==> src/rtl/mt_pkg.sv <==
package mt_pkg;
  localparam int OFS_COUNT  = 'h10;
  localparam int OFS_STATUS = 'h14;
  localparam int OFS_WDOG   = 'h18;
  localparam int OFS_IEN    = 'h1C;
endpackage

==> src/rtl/mt_counter.sv <==
module mt_counter #(
  parameter int DW = 32
) (
  input  logic          clk,
  input  logic          rst_n,
  input  logic          tick_en,
  input  logic          load,
  input  logic [DW-1:0] load_val,
  output logic [DW-1:0] cnt_q,
  output logic [DW-1:0] cnt_nxt,
  output logic          cnt_upd
);
  always_comb begin
    cnt_upd = load | tick_en;
    if (load)         cnt_nxt = load_val;
    else if (tick_en) cnt_nxt = cnt_q + DW'(1);
    else              cnt_nxt = cnt_q;
  end

  always_ff @(posedge clk or negedge rst_n) begin
    if (!rst_n)       cnt_q <= '0;
    else if (cnt_upd) cnt_q <= cnt_nxt;
  end
endmodule

==> src/rtl/mt_match_bank.sv <==
module mt_match_bank #(
  parameter int DW  = 32,
  parameter int NCH = 4
) (
  input  logic                    clk,
  input  logic                    rst_n,
  input  logic [NCH-1:0]          we,
  input  logic [DW-1:0]           wdata,
  input  logic [DW-1:0]           cnt_nxt,
  input  logic                    cnt_upd,
  output logic [NCH-1:0][DW-1:0]  tgt_q,
  output logic [NCH-1:0]          hit
);
  for (genvar g = 0; g < NCH; g++) begin : g_ch
    logic [DW-1:0] tgt_nxt;
    always_comb begin
      tgt_nxt = we[g] ? wdata : tgt_q[g];
      hit[g]  = cnt_upd && (cnt_nxt == tgt_q[g]);
    end
    always_ff @(posedge clk or negedge rst_n) begin
      if (!rst_n) tgt_q[g] <= '0;
      else        tgt_q[g] <= tgt_nxt;
    end
  end
endmodule

==> src/rtl/match_timer4.sv <==
module match_timer4 #(
  parameter int DW  = 32,
  parameter int AW  = 8,
  parameter int NCH = 4,
  parameter int IEW = 12
) (
  input  logic          clk,
  input  logic          rst_n,
  input  logic          tick_en,
  input  logic          reg_wr,
  input  logic [AW-1:0] reg_addr,
  input  logic [DW-1:0] reg_wdata,
  output logic [DW-1:0] reg_rdata,
  output logic [NCH-1:0] irq,
  output logic          rst_req
);
  import mt_pkg::*;
  localparam int WD_CH = NCH - 1;

  logic [NCH-1:0]         tgt_we;
  logic [NCH-1:0]         tgt_sel;
  logic                   sel_cnt, sel_st, sel_wd, sel_ie;
  logic                   cnt_ld;
  logic [DW-1:0]          cnt_q, cnt_nxt;
  logic                   cnt_upd;
  logic [NCH-1:0][DW-1:0] tgt_q;
  logic [NCH-1:0]         hit;
  logic [NCH-1:0]         st_q, st_nxt, st_set, st_clr;
  logic [IEW-1:0]         ie_q, ie_nxt;
  logic [DW-1:0]          wd_q, wd_nxt;
  logic                   fire;

  // address decode
  always_comb begin
    sel_cnt = (reg_addr == AW'(OFS_COUNT));
    sel_st  = (reg_addr == AW'(OFS_STATUS));
    sel_wd  = (reg_addr == AW'(OFS_WDOG));
    sel_ie  = (reg_addr == AW'(OFS_IEN));
    for (int i = 0; i < NCH; i++) begin
      tgt_sel[i] = (reg_addr == AW'(4 * i));
      tgt_we[i]  = reg_wr && tgt_sel[i];
    end
    cnt_ld = reg_wr && sel_cnt;
  end

  mt_counter #(.DW(DW)) u_cnt (
    .clk(clk), .rst_n(rst_n), .tick_en(tick_en),
    .load(cnt_ld), .load_val(reg_wdata),
    .cnt_q(cnt_q), .cnt_nxt(cnt_nxt), .cnt_upd(cnt_upd)
  );

  mt_match_bank #(.DW(DW), .NCH(NCH)) u_bank (
    .clk(clk), .rst_n(rst_n), .we(tgt_we), .wdata(reg_wdata),
    .cnt_nxt(cnt_nxt), .cnt_upd(cnt_upd), .tgt_q(tgt_q), .hit(hit)
  );

  // next state: status, enable, watchdog
  always_comb begin
    st_set = hit & ie_q[NCH-1:0];
    st_clr = (reg_wr && sel_st) ? reg_wdata[NCH-1:0] : '0;
    st_nxt = (st_q & ~st_clr) | st_set;
    ie_nxt = (reg_wr && sel_ie) ? reg_wdata[IEW-1:0] : ie_q;
    fire   = hit[WD_CH] && wd_q[0];
    if (fire)                  wd_nxt = '0;
    else if (reg_wr && sel_wd) wd_nxt = reg_wdata;
    else                       wd_nxt = wd_q;
  end

  always_ff @(posedge clk or negedge rst_n) begin
    if (!rst_n) begin
      st_q    <= '0;
      ie_q    <= '0;
      wd_q    <= '0;
      rst_req <= 1'b0;
    end else begin
      st_q    <= st_nxt;
      ie_q    <= ie_nxt;
      wd_q    <= wd_nxt;
      rst_req <= fire;
    end
  end

  assign irq = st_q;

  // read mux
  always_comb begin
    reg_rdata = '0;
    if (sel_cnt)     reg_rdata = cnt_q;
    else if (sel_st) reg_rdata = DW'(st_q);
    else if (sel_wd) reg_rdata = wd_q;
    else if (sel_ie) reg_rdata = DW'(ie_q);
    else begin
      for (int i = 0; i < NCH; i++)
        if (tgt_sel[i]) reg_rdata = tgt_q[i];
    end
  end
endmodule

==> config.mk <==
export PLATFORM = sky130hd
export DESIGN_NAME = match_timer4
export DESIGN_NICKNAME = d
export VERILOG_FILES = /design/src/rtl/mt_pkg.sv /design/src/rtl/mt_counter.sv /design/src/rtl/mt_match_bank.sv /design/src/rtl/match_timer4.sv
export SDC_FILE = /design/constraint.sdc
export NUM_CORES = 1
export LEC_CHECK = 0
export BUFFER_PORTS_ARGS = -buffer_cell sky130_fd_sc_hd__buf_2
export CORE_AREA = 2 2 186 151
export DETAILED_ROUTE_END_ITERATION = 7
export DIE_AREA = 0 0 188 153
export PLACE_DENSITY_LB_ADDON = 0.05
export SYNTH_ARGS = -nofsm -noshare
export SYNTH_HDL_FRONTEND = slang
export SYNTH_SLANG_ARGS = --single-unit
==> constraint.sdc <==
create_clock -name clk -period 4.5 [get_ports clk]
set_clock_uncertainty 0.05 [all_clocks]
set_input_delay 0.9 -clock clk [delete_from_list [all_inputs] [get_ports clk]]
set_output_delay 0.9 -clock clk [all_outputs]
set_load 0.005 [all_outputs]
==> results.cfg <==
[status]
status = complete, but fails checks
violations = setup timing

[timing]
hold_viol = 0
final_max_slew_viol_count = 0
tns_ns = -0.721
post-route-min-period_ns = 4.58
tightestPinTransition_ns = 1.23
relSlewSlack_pct = 17.8
period_share_pct = 102
setup_viol = 12
layout_setup_ws_ns = -0.0790
rsz0062_at_grt = no
max_clock_freq_mhz = 218

[global_route]
grt_pass1_wl_um = 87700
antenna_found_initial = 2
track_usage_pct = 41.9
grt_start_max_net_pins = 81
grt_pass1_vias = 12100
overflow = 0

[die]
ioPinCount = 81
start_util_pct = 49.2
num_rows = 54
die_area_um2 = 28800
die_w_um = 188
fp.dieH_um = 153
coreArea_um2 = 27000

[logic_synthesis]
yosys.area.top_type = dfrtp_1
ys_seq_elements = 209
ys.flop_type = dfrtp_1
syn_area_per_cell_um2 = 9.30
synth_area_um2 = 13300
synth_top_area_share_pct = 39.5
synth-edff-count = 0
synthCells = 1425
async_flop_share_pct = 100
ys_warn_count = 0
synth_cell_types = 76
synthTopCellsByArea = dfrtp_1 39%, mux2_2 8.8%, xor2_1 5.6%, xnor2_1 5.4%, nand2_1 3.4%
synth_seq_area_share_pct = 39.5
synth_fp_nets = 1470

[route]
ant_nets = 0
totalWireLength_um = 60300
via_per_inst = 6.82
num_vias = 12800
drc = 0
drt_iter0_drc = 2183
post_drt_wl_per_cell_um = 32.1
drtPass1Iterations = 7

[worst_setup_path]
crit_type = reg -> reg
crit_path_max_fanout = 12
crit_start = u_cnt.cnt_q[21]$_DFFE_PN0N_
startpoint_type = register
reg2reg_from = u_cnt.cnt_q[21]$_DFFE_PN0N_
end_kind = register
required_ns = 4.87
cp.arrival_ns = 4.95

[clocking]
clock-sinks = 209
cts_buffers = 23
postCtsSetupBuffers = 0
hold_buffers = 0
worst_skew_pair.late_latency_ns = 0.56
cts_resized = 0
clk_pin_slew_worst_paths_ns = 0.06
cts.path.max_buffers = 3
cts-htree-levels = 1
cts-root-buf = clkbuf_16
cts_tree = yes

[placement]
numPortBuffers = 80
post-dp-hpwl_um = 45400
place_ws_ns = -0.135
dpl-instance-area_um2 = 14500
gp_congestion = 1.07

[power]
leakagePower_uw = 0.00707
power_uw = 5570
p_per_area_nw_per_um2 = 366
ir_drop_mv = 0.302

[final_layout]
drive_gt1_share_pct = 22.1
design_area_um2 = 15200
fin_nets = 1543
nFillCells = 2417
areaGrowthSynthToFinish_pct = 14.9

[hold_path]
hold_class = in -> async

[flow_run]
drv_cap = 0
cell usage in the layout (no fill, tap or decap), types with 23 or more instances in the layout:
master / synthesis / routed
dfrtp_1: 209 / 209
nand3_1: 48 / 47
o21ai_0: 87 / 87
xnor2_1: 82 / 82
nand4_1: 30 / 30
mux2i_1: 28 / 28
a222oi_1: 34 / 34
clkbuf_16: 0 / 23
xor2_1: 84 / 84
mux2_2: 104 / 104
buf_2: 16 / 79
buf_4: 4 / 73
nor2_1: 96 / 96
nand2_1: 119 / 115
inv_1: 56 / 56
a22oi_1: 37 / 37
a21oi_1: 50 / 50
cell usage after synthesis, types with 16 or more instances:
master and count:
a21oi_1 50, a222oi_1 34, a22oi_1 37, and3_1 16
buf_1 19, buf_2 16, clkbuf_1 76, dfrtp_1 209
inv_1 56, mux2_2 104, mux2i_1 28, nand2_1 119
nand3_1 48, nand4_1 30, nor2_1 96, nor3_1 22
nor4_1 20, o211ai_1 22, o21ai_0 87, xnor2_1 82
xor2_1 84
routing by layer:
layer | GRT usage, % | share of wire (%) | wire length [um]
met1 | 64.3 | 44 | 26300
met2 | 58.9 | 41 | 24600
met3 | 9.67 | 13 | 7580
met4 | 11.2 | 2.9 | 1760
met5 | 0 | 0 | 0
final cells by class:
| class | instances | area [um2] | area share, % |
|---|---|---|---|
| multi-input cells | 1043 | 7360 | 48.3 |
| flip-flops and latches | 209 | 5230 | 34.3 |
| repair buffers | 165 | 1200 | 7.87 |
| clock buffers | 25 | 593 | 3.89 |
| well taps | 364 | 455 | 2.99 |
| inverters | 56 | 210 | 1.38 |
| clock inverters | 16 | 180 | 1.18 |
| diodes | 1 | 2.50 | 0.0164 |
stage by stage:
| step | hold WS [ns] | utilization, % | instances |
|---|---|---|---|
| after detailed placement | 0.441 | 53.6 | 1837 |
| after floorplan | 0.425 | - | 1425 |
| final | 0.279 | 56.5 | 1879 |
| after global placement | 0.435 | 53.6 | 1837 |
| after CTS | 0.309 | 56.5 | 1878 |
| after global routing | 0.322 | 56.5 | 1878 |
critical path: stages, from the launching register on:
cell       delay (ns)
dfrtp_1          0.70
nand3_1          0.42
nor4_1           0.42
nand4_1          0.30
xnor2_1          0.40
nor2_1           0.10
a2111oi_0        0.82
nand4_1          0.43
nor4_4           0.40
buf_4            0.30
nor2_1           0.09
final timing paths:
kind,to,slack [ns],cells after the start
max,wd_q[12]$_DFFE_PN0P_,-0.08,10
min,ie_q[9]$_DFFE_PN0P_,0.28,1
max reg2reg,wd_q[12]$_DFFE_PN0P_,-0.08,10
min reg2reg,ie_q[4]$_DFFE_PN0P_,0.45,1
max in group asynchronous,u_bank.tgt_q[120]$_DFFE_PN0P_,3.16,2
min in group clk,ie_q[4]$_DFFE_PN0P_,0.45,1
power breakdown:
part / switching (uW) / internal [uW]
clock: 857 / 1140
sequential: 234 / 2000
combinational: 839 / 504
registers in the layout (all words and copies together) (netlist names):
name / count
wd_q: 32
u_bank.tgt_q: 128
ie_q: 12
u_cnt.cnt_q: 32
irq: 4
rst_req: 1
kinds of logic after synthesis:
group                      synth area share (%)
AOI/OAI and AO/OA                          17.3
muxes                                      11.5
DFF                                        39.5
and+or+nand+nor                            15.4
adders and majority gates                0.0944
buffers and inverters                      5.28
xor gates and xnor gates                   11.0
No activity file was read; power rests on OpenSTA's default activity.
